==> src/rtl/mwe_pkg.sv <==
// Shared types for the three-wire EEPROM model.
// Assumes opcode and special-instruction codes fixed by the serial protocol.
package mwe_pkg;

    typedef enum logic [2:0] {
        ST_IDLE,
        ST_CMD,
        ST_RDLOAD,
        ST_RDOUT,
        ST_WRDATA,
        ST_HOLD
    } mwe_state_e;

    localparam logic [1:0] OP_SPECIAL = 2'b00;
    localparam logic [1:0] OP_WRITE   = 2'b01;
    localparam logic [1:0] OP_READ    = 2'b10;
    localparam logic [1:0] OP_ERASE   = 2'b11;

    localparam logic [1:0] SP_DISABLE = 2'b00;
    localparam logic [1:0] SP_FILL    = 2'b01;
    localparam logic [1:0] SP_CLEAR   = 2'b10;
    localparam logic [1:0] SP_ENABLE  = 2'b11;

endpackage

==> src/rtl/mwe_cmd_fsm.sv <==
// Serial instruction decoder: start bit, opcode, location, data, read shift.
// Assumes pins come registered and rise pulses for one clock per sclk edge.
module mwe_cmd_fsm
    import mwe_pkg::*;
#(
    parameter int ADDR_W = 7,
    parameter int DATA_W = 8
) (
    input  logic              clk,
    input  logic              rst_n,
    input  logic              sel_q,
    input  logic              sdi_q,
    input  logic              rise,
    input  logic              busy,
    input  logic [DATA_W-1:0] rd_data,
    output logic [ADDR_W-1:0] mem_addr,
    output logic              prog_start,
    output logic              prog_all,
    output logic [DATA_W-1:0] prog_data,
    output logic              rd_active,
    output logic              rd_bit,
    output logic              status
);
    localparam int CMD_W = ADDR_W + 2;
    localparam int CW    = $clog2(CMD_W);

    mwe_state_e        state_q;
    logic [CW-1:0]     cnt_q;
    logic [CMD_W-2:0]  sh_q;
    logic [ADDR_W-1:0] addr_q;
    logic [DATA_W-1:0] data_q;
    logic [DATA_W-1:0] rd_sh_q;
    logic              all_q;
    logic              pend_q;
    logic              wen_q;
    logic              status_q;

    logic [CMD_W-1:0]  full;
    logic [1:0]        op;
    logic [ADDR_W-1:0] loc;
    logic [1:0]        sp;
    logic              start_bit;

    // assemble the instruction word as its last bit arrives
    always_comb begin
        full      = {sh_q, sdi_q};
        op        = full[CMD_W-1 -: 2];
        loc       = full[ADDR_W-1:0];
        sp        = loc[ADDR_W-1 -: 2];
        start_bit = (state_q == ST_IDLE) && sel_q && rise && sdi_q && !busy;
    end

    // instruction sequencing and decode
    always_ff @(posedge clk) begin
        if (!rst_n) begin
            state_q  <= ST_IDLE;
            cnt_q    <= '0;
            sh_q     <= '0;
            addr_q   <= '0;
            data_q   <= '0;
            rd_sh_q  <= '0;
            all_q    <= 1'b0;
            pend_q   <= 1'b0;
            wen_q    <= 1'b0;
        end else if (!sel_q) begin
            state_q <= ST_IDLE;
            pend_q  <= 1'b0;
        end else begin
            case (state_q)
                ST_IDLE: begin
                    if (start_bit) begin
                        state_q <= ST_CMD;
                        cnt_q   <= '0;
                    end
                end
                ST_CMD: begin
                    if (rise) begin
                        sh_q  <= full[CMD_W-2:0];
                        cnt_q <= cnt_q + 1'b1;
                        if (cnt_q == CW'(CMD_W - 1)) begin
                            addr_q <= loc;
                            cnt_q  <= '0;
                            all_q  <= 1'b0;
                            case (op)
                                OP_READ:  state_q <= ST_RDLOAD;
                                OP_WRITE: state_q <= ST_WRDATA;
                                OP_ERASE: begin
                                    data_q  <= '1;
                                    pend_q  <= wen_q;
                                    state_q <= ST_HOLD;
                                end
                                default: begin
                                    state_q <= ST_HOLD;
                                    case (sp)
                                        SP_ENABLE:  wen_q <= 1'b1;
                                        SP_DISABLE: wen_q <= 1'b0;
                                        SP_CLEAR: begin
                                            all_q  <= 1'b1;
                                            data_q <= '1;
                                            pend_q <= wen_q;
                                        end
                                        default: begin
                                            all_q   <= 1'b1;
                                            state_q <= ST_WRDATA;
                                        end
                                    endcase
                                end
                            endcase
                        end
                    end
                end
                ST_RDLOAD: begin
                    rd_sh_q <= rd_data;
                    state_q <= ST_RDOUT;
                end
                ST_RDOUT: begin
                    if (rise) begin
                        cnt_q   <= cnt_q + 1'b1;
                        rd_sh_q <= {rd_sh_q[DATA_W-2:0], 1'b0};
                        if (cnt_q == CW'(DATA_W - 1))
                            state_q <= ST_HOLD;
                    end
                end
                ST_WRDATA: begin
                    if (rise) begin
                        data_q <= {data_q[DATA_W-2:0], sdi_q};
                        cnt_q  <= cnt_q + 1'b1;
                        if (cnt_q == CW'(DATA_W - 1)) begin
                            pend_q  <= wen_q;
                            state_q <= ST_HOLD;
                        end
                    end
                end
                default: ;
            endcase
        end
    end

    // ready status: raised by programming, dropped by the next start bit
    always_ff @(posedge clk) begin
        if (!rst_n)
            status_q <= 1'b0;
        else if (prog_start)
            status_q <= 1'b1;
        else if (start_bit)
            status_q <= 1'b0;
    end

    assign prog_start = (state_q == ST_HOLD) && !sel_q && pend_q;
    assign prog_all   = all_q;
    assign prog_data  = data_q;
    assign mem_addr   = addr_q;
    assign rd_active  = (state_q == ST_RDOUT);
    assign rd_bit     = rd_sh_q[DATA_W-1];
    assign status     = status_q;


    prog_needs_wen_chk: assert property (@(posedge clk) disable iff (!rst_n)
        prog_start |-> wen_q);


    idle_while_busy_chk: assert property (@(posedge clk) disable iff (!rst_n)
        busy |-> (state_q == ST_IDLE));


    abort_chk: assert property (@(posedge clk) disable iff (!rst_n)
        (!sel_q && state_q != ST_HOLD) |=> (state_q == ST_IDLE && !pend_q));

endmodule

==> config.mk <==
export PLATFORM = sky130hd
export DESIGN_NAME = mwe_cmd_fsm
export DESIGN_NICKNAME = d
export VERILOG_FILES = /design/src/rtl/mwe_pkg.sv /design/src/rtl/mwe_cmd_fsm.sv
export SDC_FILE = /design/constraint.sdc
export NUM_CORES = 1
export LEC_CHECK = 0
export ABC_AREA = 1
export BUFFER_PORTS_ARGS = -buffer_cell sky130_fd_sc_hd__buf_4
export CAP_MARGIN = 10
export CORE_MARGIN = 3
export CORE_UTILIZATION = 38
export DETAILED_ROUTE_END_ITERATION = 6
export PLACE_DENSITY = 0.65
export RECOVER_POWER = 50
export SYNTH_ARGS = -nofsm -noshare
export SYNTH_HDL_FRONTEND = slang
export SYNTH_SLANG_ARGS = --single-unit
==> constraint.sdc <==
create_clock -name clk -period 1.5 [get_ports clk]
set_clock_uncertainty 0.05 [all_clocks]
set_input_delay 0.075 -clock clk [delete_from_list [all_inputs] [get_ports clk]]
set_output_delay 0.075 -clock clk [all_outputs]
set_load 0.005 [all_outputs]
==> impl_metrics.json <==
{
  "status": "finished clean",
  "ys_async_sr_fraction_pct": 0,
  "pwr_density_cell_nw_per_um2": 909.9,
  "leakagePower_nw": 1.320,
  "grt_start_max_net_pins": 22,
  "irDropWorstVdd_mv": 0.5289,
  "core_um2": 5303,
  "portBuffers": 33,
  "power_mw": 2.624,
  "syn_inst": 314,
  "synth_top_cell_by_area": "dfxtp_1",
  "met2WireLength_mm": 2.424,
  "synth_edf_count": 0,
  "area_growth_pct": 33.24,
  "crit_required_ns": 1.37,
  "rsz0062_at_grt": "true",
  "cts_tree": "yes",
  "synth.area.top_cells": "dfxtp_1, nand2_1, nor2_1, a21oi_1, inv_1",
  "antenna_found_initial": 0,
  "synth.ff_latch_count": 42,
  "setup_viol": 0,
  "cts-buffers-inserted": 5,
  "fillers": 535,
  "critical_path.startpoint_type": "flop",
  "clk_pin_slew_worst_paths_ns": 0.08,
  "fin_util_pct": 54.39,
  "die_x_um": 81.48,
  "reg2reg_slack_ns": 0.02,
  "syn_nets": 336,
  "num_rows": 26,
  "critPathArrivalTime_ns": 1.36,
  "avgSynthCellArea_um2": 6.894,
  "die_h_um": 81.48,
  "hold_viol_final": 0,
  "holdWs_ns": 0.01345,
  "wl_per_cell_um": 11.72,
  "finalNetCount": 394,
  "yosysWarnings": 0,
  "grt_overflow": 0,
  "gp_routability_congestion": 0.8524,
  "cts.sinks": 42,
  "clock.fmax_mhz": 674.6,
  "vias": 2125,
  "top_layer_used": "met4",
  "ant_nets": 0,
  "max-cap-violations": 0,
  "grt_pass1_vias": 1924,
  "io_pins": 34,
  "ys.flop_type": "dfxtp_1",
  "grt_pass1_wl_mm": 8.611,
  "wl_met3_um": 216,
  "crit_slowest_cell": "dfxtp_4",
  "cpMostUsedCell": "buf_4",
  "crit_type": "flop to primary output",
  "yosysTopAreaCellShare_pct": 38.84,
  "yosysMostFrequentCell": "nand2_1",
  "diodes": 0,
  "die-area_um2": 6638,
  "worstMarginPinSlew_ns": 0.4085,
  "multi_input_area_um2": 1251,
  "crit_path_end_kind": "primary output",
  "synthDistinctLibCells": 28,
  "cp-startpoint": "state_q[1]",
  "netlist_top_cells_count": "nand2_1, nor2_1, dfxtp_1",
  "synth_area_um2": 2165,
  "remaining_drc_errors": 0,
  "slew_violations": 0,
  "period_share_pct": 98.83,
  "track_usage_pct": 16.64,
  "worstPathCellList": "inv_4 -> buf_4 -> nor2_4 -> nand2_2 -> buf_4 -> inv_1 -> buf_4",
  "fin_area_um2": 2884,
  "clk_latency_ns": 0.30,
  "crit_fanout": 9,
  "hp-start": "sdi_q",
  "min_path_type": "input port to flop",
  "worst_path_largest_cell_delay_ns": 0.39,
  "layout-drive-gt1-share_pct": 30.56,
  "drt_wl_total_mm": 5.194,
  "drt_pass1_iterations": 4,
  "viasPerCell": 4.797,
  "cts_max_path_buffers": 2,
  "r2r_start": "cnt_q[1]",
  "slew_headroom_pct": 72.74,
  "seqCellArea_um2": 857.1,
  "ys_seq_area_share_pct": 38.84,
  "post-dp-hpwl_mm": 3.527,
  "root_buffer": "clkbuf_8",
  "initial_core_util_pct": 40.82,
  "dpl-instance-area_um2": 2561,
  "drt-initial-drc-count": 106,
  "wl_met1_mm": 2.512,
  "htreeDepth": 2,
  "period_minus_slack_ns": 1.482
}
flip-flops by register name (all words and copies together) (netlist names), 3 cells and up:
name and cells:
cnt_q 4, sh_q 8, prog_data 8, rd_sh_q 8, mem_addr 7, state_q 3
metal layers:
metal  global-route usage [%]  vias to the layer above
li1                         -                     1117
met4                    5.068                        0
met1                    21.93                      975
met2                    26.38                       29
met5                        0                        -
met3                    4.605                        4
metrics by stage:
step / std cells / setup TNS (ns) / worst slack [ns]
6_report: 443 / 0 / 0.01757
5_1_grt: 443 / -0.7067 / -0.07626
4_1_cts: 434 / -0.001304 / -0.001304
3_5_place_dp: 425 / -0.1140 / -0.01830
3_3_place_gp: 425 / 0 / 0.00008127
2_1_floorplan: 314 / 0 / 0.1127
cells in the final DEF (no fill, tap or decap):
master         count
o21ai_0           24
inv_6              1
o21bai_1           1
ha_1               5
a21oi_2            1
nand3_1           17
o21ai_1            1
dfxtp_2            4
nor2_4             7
clkinv_2           2
clkbuf_4          18
dlygate4sd3_1      1
nand3_2            6
inv_2              4
a21oi_1           26
nand3_4            1
buf_4             42
o21ai_4            2
inv_1             30
clkbuf_8           5
dfxtp_1           35
nand2_2            5
ha_4               3
dfxtp_4            3
nor2_2             5
nand2_1           68
a22oi_1            1
nor3_1             2
nand3b_1           1
nand2_4            3
a211oi_1           1
inv_4              2
nor2_1            42
o31ai_1            1
nand4_1            2
a31oi_1            1
final cells by class:
cell class	count	share of cell area, %
multi-input cells	226	43.38
clock buffers	5	2.386
repair buffers	61	15.97
well taps	70	3.037
flip-flops and latches	42	29.72
inverters	36	4.859
clock inverters	3	0.6508
critical path, delay by kind of cell, from the launching register on:
| kind | cells | cell delay [ns] |
|---|---|---|
| buf+inv | 5 | 0.50 |
| flops | 1 | 0.39 |
| simple gates | 2 | 0.18 |
power by group:
part | internal [mW] | switching, mW | total (mW)
clock network | 0.328 | 0.416 | 0.744
logic | 0.274 | 0.376 | 0.650
registers | 1.17 | 0.0561 | 1.23
cells by family (layout without fill, tap and decap cells):
group | count (synthesis) | count (layout) | share of synthesized area, %
adders and majority gates | 8 | 8 | 4.624
AOI/OAI and AO/OA | 59 | 59 | 14.51
DFF | 42 | 42 | 38.84
and+or+nand+nor | 159 | 159 | 32.37
buffers and inverters | 46 | 105 | 9.653
what timing repair did:
item | CTS | global route
buffers inserted | 0 | 9
endpoints found under the setup margin | 11 | 26
pin swaps | 1 | 26
cloned | 0 | 0
endpoints found under the hold margin | 1 | 0
gates resized for setup | 5 | 39
hold buffers | 1 | 0
path summary, 6_finish.rpt:
| kind | end | depth (start not counted) |
|---|---|---|
| worst max-delay path | rd_active | 7 |
| worst min-delay path | mem_addr[0] | 3 |
| worst max register to register | prog_data[7] | 8 |
| worst min register to register | mem_addr[2] | 2 |
(Power assumes the default switching activity.)
